[config.mk]
export PLATFORM = sky130hd
export DESIGN_NAME = rx_msg_framer
export DESIGN_NICKNAME = d
export VERILOG_FILES = /design/src/rtl/framer_pkg.sv /design/src/rtl/framer_dpath.sv /design/src/rtl/framer_ctrl.sv /design/src/rtl/rx_msg_framer.sv
export SDC_FILE = /design/constraint.sdc
export NUM_CORES = 1
export LEC_CHECK = 0
export ABC_CLOCK_PERIOD_IN_PS = 8200
export BUFFER_PORTS_ARGS = -buffer_cell sky130_fd_sc_hd__buf_4
export CAP_MARGIN = 20
export CORE_UTILIZATION = 40
export CTS_BUF_LIST = sky130_fd_sc_hd__clkbuf_8
export CTS_CLUSTER_DIAMETER = 100
export DETAILED_ROUTE_END_ITERATION = 10
export MAX_ROUTING_LAYER = met4
export PLACE_DENSITY = 0.61
export SYNTH_ARGS = -nofsm -noshare
export SYNTH_HDL_FRONTEND = slang
export SYNTH_HIERARCHICAL = 1
export SYNTH_SLANG_ARGS = --single-unit
[constraint.sdc]
create_clock -name clk -period 8.2 [get_ports clk]
set_clock_uncertainty 0.15 [all_clocks]
set_input_delay 0.41 -clock clk [delete_from_list [all_inputs] [get_ports clk]]
set_output_delay 0.41 -clock clk [all_outputs]
set_load 0.03 [all_outputs]
[src/rtl/framer_pkg.sv]
package framer_pkg;

  typedef enum logic [1:0] {
    ST_IDLE    = 2'd0,
    ST_COLLECT = 2'd1,
    ST_WAKE    = 2'd2
  } frameState_t;

  // strobes from control to datapath
  typedef struct packed {
    logic loadLen;
    logic clrCnt;
    logic storeByte;
    logic clrIdle;
    logic incIdle;
  } dpStrobe_t;

  // compare results from datapath to control
  typedef struct packed {
    logic lenHit;
    logic depthHit;
    logic idleExpired;
  } dpStatus_t;

endpackage

[src/rtl/framer_dpath.sv]
module framer_dpath
  import framer_pkg::*;
#(
  parameter int ADDR_W = 6,
  parameter int TO_W   = 16
) (
  input  logic                clk,
  input  logic                rstN,
  input  dpStrobe_t           strb,
  input  logic [7:0]          rxData,
  input  logic [TO_W-1:0]     timeoutLimit,
  output dpStatus_t           status,
  output logic [ADDR_W-1:0]   sramAddr,
  output logic [7:0]          sramData,
  output logic                sramWe,
  output logic [ADDR_W:0]     msgLength
);

  localparam int CW    = ADDR_W + 1;
  localparam int DEPTH = 1 << ADDR_W;

  logic [CW-1:0]   byteCnt;
  logic [CW-1:0]   cntNext;
  logic [7:0]      lenReg;
  logic [TO_W-1:0] idleCnt;

  assign cntNext = byteCnt + 1'b1;

  always_ff @(posedge clk or negedge rstN) begin
    if (!rstN) begin
      byteCnt  <= '0;
      lenReg   <= '0;
      idleCnt  <= '0;
      sramWe   <= 1'b0;
      sramAddr <= '0;
      sramData <= '0;
    end else begin
      if (strb.clrCnt)         byteCnt <= '0;
      else if (strb.storeByte) byteCnt <= cntNext;

      if (strb.loadLen) lenReg <= rxData;

      if (strb.clrIdle)      idleCnt <= '0;
      else if (strb.incIdle) idleCnt <= idleCnt + 1'b1;

      sramWe <= strb.storeByte;
      if (strb.storeByte) begin
        sramAddr <= byteCnt[ADDR_W-1:0];
        sramData <= rxData;
      end
    end
  end

  always_comb begin
    status.lenHit      = (16'(cntNext) == 16'(lenReg));
    status.depthHit    = (cntNext == CW'(DEPTH));
    status.idleExpired = (timeoutLimit != '0) && (idleCnt == timeoutLimit - 1'b1);
  end

  assign msgLength = byteCnt;

endmodule

[src/rtl/framer_ctrl.sv]
module framer_ctrl
  import framer_pkg::*;
#(
  parameter logic [7:0] START_BYTE = 8'h02,
  parameter logic [7:0] END_BYTE   = 8'h03
) (
  input  logic       clk,
  input  logic       rstN,
  input  logic       modeDelim,
  input  logic       rxValid,
  input  logic [7:0] rxData,
  input  logic       hostAck,
  input  dpStatus_t  status,
  output dpStrobe_t  strb,
  output logic       wake,
  output logic       overflowFlag,
  output logic       timeoutFlag
);

  frameState_t state, nextState;
  logic modeReg;
  logic latchMode, setOvf, setTo, clrTo;

  always_comb begin
    strb      = '0;
    nextState = state;
    latchMode = 1'b0;
    setOvf    = 1'b0;
    setTo     = 1'b0;
    clrTo     = 1'b0;
    unique case (state)
      ST_IDLE: begin
        strb.clrCnt  = 1'b1;
        strb.clrIdle = 1'b1;
        if (rxValid) begin
          if (!modeDelim) begin
            strb.loadLen = 1'b1;
            latchMode    = 1'b1;
            clrTo        = 1'b1;
            nextState    = (rxData == 8'd0) ? ST_WAKE : ST_COLLECT;
          end else if (rxData == START_BYTE) begin
            latchMode = 1'b1;
            clrTo     = 1'b1;
            nextState = ST_COLLECT;
          end
        end
      end
      ST_COLLECT: begin
        if (rxValid) begin
          strb.clrIdle = 1'b1;
          if (modeReg && rxData == END_BYTE) begin
            nextState = ST_WAKE;
          end else begin
            strb.storeByte = 1'b1;
            if (!modeReg && status.lenHit) begin
              nextState = ST_WAKE;
            end else if (status.depthHit) begin
              nextState = ST_WAKE;
              setOvf    = 1'b1;
            end
          end
        end else if (status.idleExpired) begin
          nextState = ST_IDLE;
          setTo     = 1'b1;
        end else begin
          strb.incIdle = 1'b1;
        end
      end
      ST_WAKE: begin
        if (hostAck) nextState = ST_IDLE;
      end
      default: nextState = ST_IDLE;
    endcase
  end

  always_ff @(posedge clk or negedge rstN) begin
    if (!rstN) begin
      state        <= ST_IDLE;
      modeReg      <= 1'b0;
      overflowFlag <= 1'b0;
      timeoutFlag  <= 1'b0;
    end else begin
      state <= nextState;
      if (latchMode) modeReg <= modeDelim;
      if (state == ST_WAKE && hostAck) overflowFlag <= 1'b0;
      else if (setOvf)                 overflowFlag <= 1'b1;
      if (setTo)      timeoutFlag <= 1'b1;
      else if (clrTo) timeoutFlag <= 1'b0;
    end
  end

  assign wake = (state == ST_WAKE);

endmodule

[src/rtl/rx_msg_framer.sv]
module rx_msg_framer
  import framer_pkg::*;
#(
  parameter int         ADDR_W     = 6,
  parameter int         TO_W       = 16,
  parameter logic [7:0] START_BYTE = 8'h02,
  parameter logic [7:0] END_BYTE   = 8'h03
) (
  input  logic              clk,
  input  logic              rstN,
  input  logic              modeDelim,
  input  logic              rxValid,
  input  logic [7:0]        rxData,
  input  logic              hostAck,
  input  logic [TO_W-1:0]   timeoutLimit,
  output logic [ADDR_W-1:0] sramAddr,
  output logic [7:0]        sramData,
  output logic              sramWe,
  output logic              wake,
  output logic [ADDR_W:0]   msgLength,
  output logic              overflowFlag,
  output logic              timeoutFlag
);

  dpStrobe_t strb;
  dpStatus_t status;

  framer_ctrl #(
    .START_BYTE(START_BYTE),
    .END_BYTE  (END_BYTE)
  ) ctrl (
    .clk         (clk),
    .rstN        (rstN),
    .modeDelim   (modeDelim),
    .rxValid     (rxValid),
    .rxData      (rxData),
    .hostAck     (hostAck),
    .status      (status),
    .strb        (strb),
    .wake        (wake),
    .overflowFlag(overflowFlag),
    .timeoutFlag (timeoutFlag)
  );

  framer_dpath #(
    .ADDR_W(ADDR_W),
    .TO_W  (TO_W)
  ) dpath (
    .clk         (clk),
    .rstN        (rstN),
    .strb        (strb),
    .rxData      (rxData),
    .timeoutLimit(timeoutLimit),
    .status      (status),
    .sramAddr    (sramAddr),
    .sramData    (sramData),
    .sramWe      (sramWe),
    .msgLength   (msgLength)
  );

endmodule

==> metrics.md <==
| Metric | Value |
|---|---|
| Average wire per standard cell | 14.05 um |
| Endpoint arrival time on the critical path | 3.37 ns |
| Crit. End Element | register |
| Core Box Area | 7292 sq um |
| Most frequently used flop master after synthesis | dfrtp_1 |
| Fraction of final layout cells with drive strength greater than 1 | 0.2609 |
| Detailed-route vias per instance | 5.274 |
| Part of the cycle the worst path needs | 0.4055 |
| Height of the die | 89.01 um |
| Die outline area | 7922 sq um |
| Fraction of power consumed by combinational cells | 0.405 |
| Clock tree from TritonCTS | built |
| Synthesized Nets | approximately 350 |
| Max FO, Critical Path | 7 |
| Maximum number of pins on one net before global-route repair | 52 |
| Library cell occupying the most area in the post-synthesis netlist | dfrtp_1 |
| Iteration-0 DRC Markers | 96 |
| Shortest period the worst path allows | 3.325 ns |
| Most common cell in the synthesized netlist | dfrtp_1 |
| Proportion of total power due to net switching | 0.3759 |
| First-pass GRT wire length | roughly 11000 um |
| Most frequent CP cell | nor2_1 |
| Multi-input combinational cell area | 1660 sq um |
| Hold Vio Cnt, Final | 0 |
| Clock Pin Slew Worst Setup and Hold Paths | 0.09 ns |
| Number of enable-type register cells in the synthesized netlist | 0 |
| VDD IR max | 161.9 uV |
| Setup repair after global routing missed its margin | no |
| Tot GR Track Use | 0.1827 |
| Sequential cell area | between 1000 and 1500 sq um |
| Leakage power figure | 1.580 nW |
| Inserted Clock Buffers | 5 |
| Final setup violation count | 0 |
| Area share of the largest cell type after synthesis | 0.4215 |
| Sequential-to-total area share from yosys stat | 0.4215 |
| Yosys warning count | 6 |
| Resized cells post-CTS | 0 |
| Area growth from synthesis to layout | 19.79% |
| Cells after synthesis | 316 |
| Number of synthesized register bits | 51 |
| Timing-limited maximum frequency | between 300 and 400 MHz |
| Critical path's largest stage delay | 0.52 ns |
| HPWL after detailed placement | 4788 um |
| Worst Tran Pin Value | 0.6373 ns |
| Critical Path RT | 8.25 ns |
| Nets | 400 |
| Inst Count DP | 459 |
| Clock Sink Count | 51 |
| Number of global-route vias before repair | ~2300 |
| Async SR Flop Fraction | 1.000 |
| Htree depth | 2 |
| CTS Buffer Depth | 2 |
| Number of input and output port buffers inserted | 53 |
| Critical path, cell by cell | buf_4 > inv_1 > ha_1 > and2b_1 > nand3b_1 > xnor2_1 > nor4_1 > o2111ai_1 > nor4_1 > nor4b_1 > buf_4 > o2111ai_1 > nor2_1 > nand4_1 > nor2_1 > xnor2_1 > nor2_1 |
| Internal Dissipation | 516.6 uW |
| Placement Rows | 31 |
| Total gr overflow | 0 |
| Number of antenna violations at the first check in global routing | 0 |
| Synth top cells by count | dfrtp_1, nor2_1, xor2_1 |
| Worst hold path class | in2reg |
| Distinct cell type count after synthesis | 48 |
| Routability congestion estimate | 0.9218 |
| Crit path buffers/inverters | 3 |
| Register-to-register path setup slack | just over 5 ns |
| Total power density per cell area | 228.2 nW/um^2 |
| Worst-skew pair later-pin latency | 0.30 ns |
| Finished Core Util | 0.4974 |
| Initial Util | 0.4152 |
| Relative max-transition margin | 0.5751 |
| Post-synth design cell area | approximately 3000 sq um |
| Fin worst setup slack | 4.875 ns |
| Number of inserted diodes | 0 |
| Non-filler cells in the finished layout | around 470 |
| Proportion of power drawn by the clock network | 0.170 |
| Total number of vias | 2463 |
| Total of hold buffers inserted after clock tree synthesis | 1 |
| Total negative slack | 0 ns |
| Sequential power share | 0.425 |
| Switching power total | 311.2 uW |
| DRC | 0 |
| Top area cells in the synthesized netlist | dfrtp_1, mux2_2, xor2_1, xnor2_1, nor2_1 |
| I/O pin total | 54 |
| Critical path's top delay family | simple AND/OR/NAND/NOR gates |
| Number of max-slew violations in the final report | 0 |
| Post-placement worst setup slack | 4.527 ns |
| Worst setup path category | in2reg |
| Slowest CP cell | nor4_1 |
| Per-instance average area after synthesis | 9.582 sq um |
| Post-layout power | between 800 and 900 uW |
| Buffer cell driving the clock tree root | clkbuf_8 |
| Post-CTS repair timing setup buffer count | 0 |
| Die W | 89.01 um |
| Total wire length after detailed routing | 6562 um |
| Outcome | finished, final reports clean |
| Pre-Repair DR Iteration Count | 4 |
| Number of filler cells placed in the layout | a little over 700 |
| Crit start category | input port |
| Antenna Nets Post-Route | 0 |
| Number of violations of the max-capacitance limit | 0 |
final timing paths:
path	from	to	cells after the start
hold reg to reg	dpath/lenReg[7]$_DFFE_PN0P_	dpath/lenReg[7]$_DFFE_PN0P_	1
setup / recovery	timeoutLimit[0]	dpath/idleCnt[13]$_DFFE_PN0P_	17
max in group asynchronous	rstN	dpath/lenReg[6]$_DFFE_PN0P_	2
hold / removal	hostAck	ctrl/overflowFlag$_DFFE_PN0P_	2
setup reg to reg	dpath/idleCnt[6]$_DFFE_PN0P_	dpath/idleCnt[13]$_DFFE_PN0P_	13
min in group asynchronous	rstN	dpath/sramAddr[4]$_DFFE_PN0P_	2
metrics by stage:
step           hold slack, ns  area, sq um
3_3_place_gp           0.3335         3530
6_report               0.1572         3627
2_1_floorplan        -0.03559         3028
3_5_place_dp           0.3360         3535
4_1_cts                0.1446         3627
5_1_grt                0.1535         3627
logic make-up (layout without fill, tap and decap cells):
group                    after synthesis  count (layout)  synth area share
buffers and inverters                 26              78           0.03223
adder cells (fa/ha/maj)                3               3           0.01240
multiplexers                          24              24           0.08843
flip-flops                            51              51            0.4215
XOR/XNOR                              48              48            0.1388
AND/OR/NAND/NOR                      119             119            0.2116
AO/OA/AOI/OAI                         45              45           0.09505
flip-flops by register name (all words and copies together) (netlist names):
| signal | flops |
|---|---|
| ctrl/state | 2 |
| dpath/sramAddr | 6 |
| ctrl/timeoutFlag | 1 |
| dpath/idleCnt | 16 |
| dpath/sramWe | 1 |
| dpath/sramData | 8 |
| ctrl/modeReg | 1 |
| dpath/msgLength | 7 |
| ctrl/overflowFlag | 1 |
| dpath/lenReg | 8 |
worst reg2reg max path, stage by stage, from the launching register on:
cell and delay, ns:
dfrtp_1 0.45, xor2_1 0.19, xnor2_1 0.14, nor4_1 0.29
o2111ai_1 0.18, nor4_1 0.52, nor4b_1 0.10, buf_4 0.19
o2111ai_1 0.24, nor2_1 0.14, nand4_1 0.17, nor2_1 0.07
xnor2_1 0.14, nor2_1 0.05
area by class of cell:
cell class	instances	area share
multi-input combinational	239	0.4577
clock inverter	2	0.003794
sequential	51	0.3518
timing repair buffer	58	0.1200
inverter	13	0.01345
clock buffer	5	0.01897
tap	99	0.03415
power by group through the flow:
| stage | clock [mW] | combinational [mW] | sequential, mW |
|---|---|---|---|
| after global placement | 0 | 0.332 | 0.356 |
| after global routing | 0.157 | 0.361 | 0.362 |
| after CTS | 0.147 | 0.338 | 0.354 |
| after floorplan | 0 | 0.168 | 0.408 |
| after detailed placement | 0 | 0.337 | 0.357 |
| final | 0.141 | 0.335 | 0.352 |
routing by layer:
metal	vias up	global-route usage	wire length, um
met2	67	0.3098	3211
met3	4	0.03139	280
li1	1206	-	-
met5	-	-	0
met1	1186	0.2302	3033
met4	0	0.04040	37
placed cells by master, fill, tap and decap left out, types with 2 or more instances in the layout:
| cell | synthesis | routed |
|---|---|---|
| inv_1 | 13 | 13 |
| ha_1 | 3 | 3 |
| buf_4 | 0 | 56 |
| nor3b_1 | 5 | 5 |
| o2111ai_1 | 2 | 2 |
| o21ai_0 | 11 | 11 |
| nor2_1 | 40 | 40 |
| xor2_1 | 27 | 27 |
| dfrtp_1 | 51 | 51 |
| mux2i_1 | 2 | 2 |
| nor4_1 | 4 | 4 |
| and4_1 | 2 | 2 |
| nand3_1 | 6 | 6 |
| and3_1 | 4 | 4 |
| xnor2_1 | 21 | 21 |
| nand3b_1 | 4 | 4 |
| mux2_2 | 22 | 22 |
| nor2b_1 | 2 | 2 |
| clkbuf_8 | 0 | 5 |
| nor4_4 | 2 | 2 |
| or3_1 | 2 | 2 |
| nand2_1 | 19 | 19 |
| nand4_1 | 9 | 9 |
| a21oi_1 | 15 | 15 |
| nor3_1 | 10 | 10 |
| a31oi_1 | 5 | 4 |
(Power assumes the default switching activity.)
